`config.mk`:
```
export PLATFORM = sky130hd
export DESIGN_NAME = hostlink_mailbox
export DESIGN_NICKNAME = d
export VERILOG_FILES = /design/src/rtl/mbx_pkg.sv /design/src/rtl/mbx_ring.sv /design/src/rtl/mbx_side_csr.sv /design/src/rtl/mbx_link_fsm.sv /design/src/rtl/hostlink_mailbox.sv
export SDC_FILE = /design/constraint.sdc
export NUM_CORES = 2
export LEC_CHECK = 0
export ABC_AREA = 1
export BUFFER_PORTS_ARGS = -buffer_cell sky130_fd_sc_hd__buf_2
export CORE_MARGIN = 5
export CORE_UTILIZATION = 55
export DETAILED_ROUTE_END_ITERATION = 10
export PLACE_DENSITY = 0.71
export SKIP_CTS_REPAIR_TIMING = 1
export SYNTH_ARGS = -nofsm -noshare
export SYNTH_HDL_FRONTEND = slang
export SYNTH_SLANG_ARGS = --single-unit
```
`constraint.sdc`:
```
create_clock -name clk -period 9.45 [get_ports clk]
set_input_delay 1.89 -clock clk [delete_from_list [all_inputs] [get_ports clk]]
set_output_delay 1.89 -clock clk [all_outputs]
set_load 0.01 [all_outputs]
```
`src/rtl/mbx_pkg.sv`:
```
package mbx_pkg;

    localparam int unsigned BIT_IE  = 0;
    localparam int unsigned BIT_IS  = 1;
    localparam int unsigned BIT_IG  = 2;
    localparam int unsigned BIT_RDY = 3;
    localparam int unsigned BIT_RST = 4;

    localparam logic [1:0] ADDR_TXWIN = 2'd0;
    localparam logic [1:0] ADDR_RXWIN = 2'd1;
    localparam logic [1:0] ADDR_HSTAT = 2'd2;
    localparam logic [1:0] ADDR_CSTAT = 2'd3;

    typedef enum logic {
        LNK_RUN  = 1'b0,
        LNK_HOLD = 1'b1
    } link_state_t;

    typedef struct packed {
        logic ie;
        logic is;
        logic rdy;
    } side_bits_t;

    function automatic logic [31:0] pack_status(
        input logic [7:0] depth,
        input logic [7:0] wptr,
        input logic [7:0] rptr,
        input logic       rst,
        input side_bits_t bits
    );
        logic [31:0] w;
        w              = '0;
        w[31:24]       = depth;
        w[23:16]       = wptr;
        w[15:8]        = rptr;
        w[BIT_RST]     = rst;
        w[BIT_RDY]     = bits.rdy;
        w[BIT_IS]      = bits.is;
        w[BIT_IE]      = bits.ie;
        return w;
    endfunction

endpackage

```
`src/rtl/mbx_ring.sv`:
```
module mbx_ring #(
    parameter int unsigned DEPTH = 32,
    parameter int unsigned WIDTH = 32
) (
    input  logic             clk,
    input  logic             rst_n,
    input  logic             clear,
    input  logic             push,
    input  logic [WIDTH-1:0] push_data,
    input  logic             pop,
    output logic [WIDTH-1:0] head_data,
    output logic [7:0]       wr_ptr,
    output logic [7:0]       rd_ptr
);

    localparam int unsigned IDX_W   = (DEPTH > 1) ? $clog2(DEPTH) : 1;
    localparam logic [7:0]  DEPTH_B = 8'(DEPTH);

    logic [WIDTH-1:0] slots [DEPTH];
    logic [7:0]       occupancy;
    logic             is_full;
    logic             is_empty;
    logic             do_push;
    logic             do_pop;

    always_comb begin
        occupancy = wr_ptr - rd_ptr;
        is_full   = (occupancy == DEPTH_B);
        is_empty  = (occupancy == 8'd0);
        do_push   = push && !is_full && !clear;
        do_pop    = pop && !is_empty && !clear;
        head_data = is_empty ? '0 : slots[rd_ptr[IDX_W-1:0]];
    end

    always_ff @(posedge clk or negedge rst_n) begin
        if (!rst_n) begin
            wr_ptr <= '0;
            rd_ptr <= '0;
        end else if (clear) begin
            wr_ptr <= '0;
            rd_ptr <= '0;
        end else begin
            if (do_push) wr_ptr <= wr_ptr + 8'd1;
            if (do_pop)  rd_ptr <= rd_ptr + 8'd1;
        end
    end

    always_ff @(posedge clk) begin
        if (do_push) slots[wr_ptr[IDX_W-1:0]] <= push_data;
    end

endmodule

```
`src/rtl/mbx_side_csr.sv`:
```
module mbx_side_csr
    import mbx_pkg::*;
(
    input  logic       clk,
    input  logic       rst_n,
    input  logic       hold,
    input  logic       wr,
    input  logic       wr_ie,
    input  logic       wr_is,
    input  logic       wr_ig,
    input  logic       wr_rdy,
    input  logic       peer_evt,
    output side_bits_t bits,
    output logic       ring_peer,
    output logic       rdy_flip
);

    side_bits_t bits_nxt;

    always_comb begin
        bits_nxt     = bits;
        bits_nxt.rdy = hold ? 1'b0 : (wr ? wr_rdy : bits.rdy);
        if (wr) bits_nxt.ie = wr_ie;
        if (peer_evt)
            bits_nxt.is = 1'b1;
        else if (wr && wr_is)
            bits_nxt.is = 1'b0;
        rdy_flip  = (bits_nxt.rdy != bits.rdy);
        ring_peer = wr && wr_ig;
    end

    always_ff @(posedge clk or negedge rst_n) begin
        if (!rst_n) bits <= '0;
        else        bits <= bits_nxt;
    end

endmodule

```
`src/rtl/mbx_link_fsm.sv`:
```
module mbx_link_fsm
    import mbx_pkg::*;
(
    input  logic        clk,
    input  logic        rst_n,
    input  logic        ctrl_wr,
    input  logic        rst_req,
    output link_state_t state,
    output logic        hold_next
);

    link_state_t state_nxt;

    always_ff @(posedge clk or negedge rst_n) begin
        if (!rst_n) state <= LNK_RUN;
        else        state <= state_nxt;
    end

    always_comb begin
        state_nxt = state;
        unique case (state)
            LNK_RUN:  if (ctrl_wr && rst_req)  state_nxt = LNK_HOLD;
            LNK_HOLD: if (ctrl_wr && !rst_req) state_nxt = LNK_RUN;
            default:  state_nxt = LNK_RUN;
        endcase
    end

    always_comb begin
        hold_next = (state_nxt == LNK_HOLD);
    end

endmodule

```
`src/rtl/hostlink_mailbox.sv`:
```
module hostlink_mailbox
    import mbx_pkg::*;
#(
    parameter int unsigned DEPTH = 32
) (
    input  logic        clk,
    input  logic        rst_n,
    input  logic        hst_wr_en,
    input  logic [1:0]  hst_wr_addr,
    input  logic [31:0] hst_wr_data,
    input  logic        hst_rd_en,
    input  logic [1:0]  hst_rd_addr,
    output logic [31:0] hst_rd_data,
    output logic        hst_irq,
    input  logic        ctl_push,
    input  logic [31:0] ctl_push_data,
    input  logic        ctl_pop,
    output logic [31:0] ctl_pop_data,
    input  logic        ctl_csr_wr,
    input  logic [31:0] ctl_csr_wdata,
    output logic [31:0] ctl_csr_rdata,
    output logic [31:0] ctl_peer_csr,
    output logic        ctl_irq
);

    localparam logic [7:0] DEPTH_FIELD = 8'(DEPTH);

    logic        hst_stat_wr;
    logic        tx_push;
    logic        rx_pop;
    logic        hold;
    link_state_t lnk_state;

    logic [31:0] rx_head;
    logic [7:0]  tx_wp, tx_rp, rx_wp, rx_rp;

    side_bits_t  h_bits, c_bits;
    logic        h_ring, h_flip, c_ring, c_flip;

    logic        unused_ctl_bits;

    always_comb begin
        hst_stat_wr = hst_wr_en && (hst_wr_addr == ADDR_HSTAT);
        tx_push     = hst_wr_en && (hst_wr_addr == ADDR_TXWIN);
        rx_pop      = hst_rd_en && (hst_rd_addr == ADDR_RXWIN);
    end

    assign unused_ctl_bits = ^ctl_csr_wdata[31:4];

    mbx_link_fsm u_link (
        .clk       (clk),
        .rst_n     (rst_n),
        .ctrl_wr   (hst_stat_wr),
        .rst_req   (hst_wr_data[BIT_RST]),
        .state     (lnk_state),
        .hold_next (hold)
    );

    mbx_ring #(.DEPTH(DEPTH), .WIDTH(32)) u_tx_ring (
        .clk       (clk),
        .rst_n     (rst_n),
        .clear     (hold),
        .push      (tx_push),
        .push_data (hst_wr_data),
        .pop       (ctl_pop),
        .head_data (ctl_pop_data),
        .wr_ptr    (tx_wp),
        .rd_ptr    (tx_rp)
    );

    mbx_ring #(.DEPTH(DEPTH), .WIDTH(32)) u_rx_ring (
        .clk       (clk),
        .rst_n     (rst_n),
        .clear     (hold),
        .push      (ctl_push),
        .push_data (ctl_push_data),
        .pop       (rx_pop),
        .head_data (rx_head),
        .wr_ptr    (rx_wp),
        .rd_ptr    (rx_rp)
    );

    mbx_side_csr u_host_csr (
        .clk       (clk),
        .rst_n     (rst_n),
        .hold      (hold),
        .wr        (hst_stat_wr),
        .wr_ie     (hst_wr_data[BIT_IE]),
        .wr_is     (hst_wr_data[BIT_IS]),
        .wr_ig     (hst_wr_data[BIT_IG]),
        .wr_rdy    (hst_wr_data[BIT_RDY]),
        .peer_evt  (c_ring || c_flip),
        .bits      (h_bits),
        .ring_peer (h_ring),
        .rdy_flip  (h_flip)
    );

    mbx_side_csr u_ctl_csr (
        .clk       (clk),
        .rst_n     (rst_n),
        .hold      (hold),
        .wr        (ctl_csr_wr),
        .wr_ie     (ctl_csr_wdata[BIT_IE]),
        .wr_is     (ctl_csr_wdata[BIT_IS]),
        .wr_ig     (ctl_csr_wdata[BIT_IG]),
        .wr_rdy    (ctl_csr_wdata[BIT_RDY]),
        .peer_evt  (h_ring || h_flip),
        .bits      (c_bits),
        .ring_peer (c_ring),
        .rdy_flip  (c_flip)
    );

    always_comb begin
        ctl_peer_csr  = pack_status(DEPTH_FIELD, tx_wp, tx_rp,
                                    (lnk_state == LNK_HOLD), h_bits);
        ctl_csr_rdata = pack_status(DEPTH_FIELD, rx_wp, rx_rp, 1'b0, c_bits);
        hst_irq       = h_bits.is && h_bits.ie;
        ctl_irq       = c_bits.is && c_bits.ie;
    end

    always_comb begin
        unique case (hst_rd_addr)
            ADDR_TXWIN: hst_rd_data = '0;
            ADDR_RXWIN: hst_rd_data = rx_head;
            ADDR_HSTAT: hst_rd_data = ctl_peer_csr;
            ADDR_CSTAT: hst_rd_data = ctl_csr_rdata;
            default:    hst_rd_data = '0;
        endcase
    end

endmodule

```
==> flow_summary.ini <==
[synthesis]
synthMuxAreaShare_pct = 0.01319
netlist_top_cells_area = sky130_fd_sc_hd__edfxtp_1, sky130_fd_sc_hd__nand2_1, sky130_fd_sc_hd__nand3_1, sky130_fd_sc_hd__a21oi_1, sky130_fd_sc_hd__nor2_1
post_synth_fa_ha_maj_area_fraction_pct = 0.3518
yosysTopAreaCell = sky130_fd_sc_hd__edfxtp_1
synth_xor_area_share_pct = 0.2155
mappedNetlistArea_um2 = 85370
synth.avg_cell_area_um2 = 11.90
ys_seq_elements = 2087
synthesis.yosys.warnings = 0
synth_seq_area_share_pct = 73.19
synthesis.instances = 7173
distinct_cells_synth = 43
synth_simple_gate_area_share_pct = 17.08
compound_gate_portion_of_the_synthesized_area_pct = 6.094
yosys.area.top_type_share_pct = 72.04
synth_top_family_by_area = simple AND/OR/NAND/NOR gates

[routing]
num_vias = 57920
route.detailed.vias_per_inst = 6.138
drcViolationCount = 0
detail-route-antenna-nets = 0
routed_wl_um = 239500
drt_iter0_drc = 9500
routedWlPerCell_um = 25.38
firstDrtPassIters = 8

[clock_tree]
clockRootBuffer = sky130_fd_sc_hd__clkbuf_16
clkLatencyLatePin_ns = 0.84
cts_tree = yes
cts_max_level = 4
clock_sink_count = 2087
cts-root-to-sink-buffers = 3
tritoncts.num_buffers = 200
clkTransAtPathRegs_ns = 0.07

[placement]
placement.io_buffers = 183
gpl.final_weighted_congestion = 0.8195
detailedPlacementHpwl_um = 116300
placedCellCount = 9058

[floorplan]
num_rows = 144
chip_width_um = 404.0
die_h_um = 404.0
fp.dieArea_um2 = 163200
design.core.area_um2 = 154200
io_pins = 237
initial_core_util_pct = 55.35

[sta]
timing.hold.ws_ns = 0.5253
timing_max_transition_violations_final = 0
tightestPinTransition_ns = 1.210
fin_setup_tns_ns = 0
relSlewSlack_pct = 19.24
period_needed_ns = 6.930
finalHoldViolations = 0
layout_worst_path_cycle_share_pct = 73.33
grt_setup_unrepaired = false
clock.fmax_mhz = 144.3
fin_worst_skew_ns = 0.03685
setup-violations-final = 0

[critical_path]
cp-endpoint = hst_rd_data[18]
delay_of_the_slowest_cell_on_the_worst_path_ns = 0.85
crit_chain = buf_4 -> buf_4 -> nand2_1 -> nand3_1 -> nand3_1 -> nand3_1 -> nand3_1 -> nand2_1 -> nand2_1 -> o21bai_1 -> buf_2
worstSetupStartpoint = u_rx_ring.rd_ptr[0]
worst_path_dominant_cell_family = buffers and inverters
regToRegStartpoint = u_rx_ring.rd_ptr[1]
start_kind = flop
worst_r2r_endpoint = u_rx_ring.slots[20][23]
timing.critical_path.to_type = primary output
worst-r2r-cell-count = 13
criticalPathCategory = reg -> out
number_of_cells_on_the_critical_path = 11
timing.critical_path.fanout_max = 86
timing.critical_path.required_ns = 7.56
path_buf_inv = 3
cp_data_arrival_time_ns = 5.04
worst-r2r-setup-slack_ns = 3.73
crit_slowest_cell = sky130_fd_sc_hd__buf_4
critical_path.most_common_cell = sky130_fd_sc_hd__nand3_1

[worst_hold_path]
hp-start = u_ctl_csr.bits[0]
worstHoldPathType = reg -> reg

[grt]
grt_start_max_net_pins = 191
first_global_vias = 53440
global_route.overflow_total = 0
gr-usage-all-layers_pct = 28.77
global_route_wire_length_before_repair_um = 348100
grt_antenna_before_repair = 24

[pwr]
vdd_ir_drop_max_uv = 217.4
total_leakage_power_nw = 33.94
cellPowerDensity_nw_per_um2 = 244.5

[finish]
post_route_non_filler_standard_cell_count = 9437
drive_gt1_share_pct = 9.081
synthToLayoutAreaGrowth_pct = 10.63
fin_nets = 7347

[run]
max-cap-violations = 0

[status]
outcome = completed
[layout make-up]
cell class | instances | area [µm²]
Antenna cell | 15 | 37.54
Clock buffer | 245 | 5174
Clock inverter | 119 | 1065
Fill cell | 11660 | 59790
Inverter | 98 | 404.1
Multi-Input combinational cell | 4536 | 20860
Sequential cell | 2087 | 62500
Tap cell | 2044 | 2557
Timing Repair Buffer | 293 | 1842
[through the flow]
| stage | util (%) | setup WS (ns) | power, mW | area (µm²) |
|---|---|---|---|---|
| CTS | 61.21 | 2.580 | 23.06 | 94400 |
| global route | 61.22 | 2.288 | 24.04 | 94420 |
| detailed placement | 57.17 | 3.435 | 15.50 | 88170 |
| global placement | 57.17 | 3.505 | 15.39 | 88170 |
| finish | 61.24 | 2.520 | 23.09 | 94440 |
| floorplan | - | 4.685 | 13.93 | 85450 |
[sequential cells by signal, summed over array words and instances, names as in the netlist, 3 cells and up]
register / flops
u_tx_ring.slots: 1024
u_rx_ring.slots: 1024
u_rx_ring.rd_ptr: 8
u_rx_ring.wr_ptr: 8
u_ctl_csr.bits: 3
u_tx_ring.wr_ptr: 8
u_host_csr.bits: 3
u_tx_ring.rd_ptr: 8
[where the power goes]
group,switching [mW],internal [mW]
Combinational,3.59,1.39
Sequential,0.141,10.3
Clock,3.44,4.24
[synthesized netlist by cell type, drive strengths merged]
master	count
xnor2	1
o22ai	23
nand4	43
inv	92
clkbuf	158
mux2	1
xor2	20
nor2	383
ha	24
a21oi	589
clkinv	6
nor3	9
o21bai	19
nor4	1
a31oi	3
a32o	2
or2	4
a22oi	99
nand3	916
o221ai	4
buf	317
o211ai	10
and3	1
o21ai	182
edfxtp	2048
dfrtp	39
conb	2
a22o	18
nand3b	4
nand2	2155
[worst register-to-register path, stage by stage, from the launching register on]
cell and delay [ns]:
sky130_fd_sc_hd__dfrtp_4 0.89, sky130_fd_sc_hd__inv_8 0.40, sky130_fd_sc_hd__ha_1 0.55, sky130_fd_sc_hd__nand2_1 0.11
sky130_fd_sc_hd__nand2_1 0.16, sky130_fd_sc_hd__nand3b_1 0.12, sky130_fd_sc_hd__nand2_1 0.07, sky130_fd_sc_hd__nand2_1 0.05
sky130_fd_sc_hd__nand2_1 0.11, sky130_fd_sc_hd__nor2_1 0.06, sky130_fd_sc_hd__nand2_1 0.40, sky130_fd_sc_hd__nand3_4 0.78
sky130_fd_sc_hd__nor2_4 1.13, sky130_fd_sc_hd__buf_4 0.55
[cell usage in the layout, fill, tap and decap left out, drive strengths merged, types with 99 or more instances in the layout]
cell	n
clkinv	99
nand2	2155
inv	99
buf	293
a21oi	589
nand3	916
nor2	383
a22oi	99
edfxtp	2048
o21ai	182
clkbuf	245
[worst min path at each step]
stage,end,slack [ns],cells past startpoint
CTS,u_host_csr.bits[1],0.53,2
detailed placement,u_host_csr.bits[1],0.52,2
finish,u_host_csr.bits[1],0.53,2
floorplan,u_link.state,0.51,2
global placement,u_host_csr.bits[1],0.50,2
global route,u_host_csr.bits[1],0.59,2
[cells by family after synthesis]
| logic type | Yosys count |
|---|---|
| and+or+nand+nor | 3516 |
| DFF | 2087 |
| AOI/OAI and AO/OA | 949 |
| buffers and inverters | 573 |
| adders and majority gates | 24 |
| xor gates and xnor gates | 21 |
| other | 2 |
| muxes | 1 |
[metal layers]
metal  wire, µm  share of wire (%)  vias to the layer above  track usage [%]
met3      31670                 13                      452            6.102
met2     105100                 44                     3867            42.51
li1           -                  -                    25510                -
met1      95550                 40                    28090            43.28
met5         27              0.011                        -                0
met4       7139                3.0                        4            9.237
No activity file was read; power rests on OpenSTA's default activity.
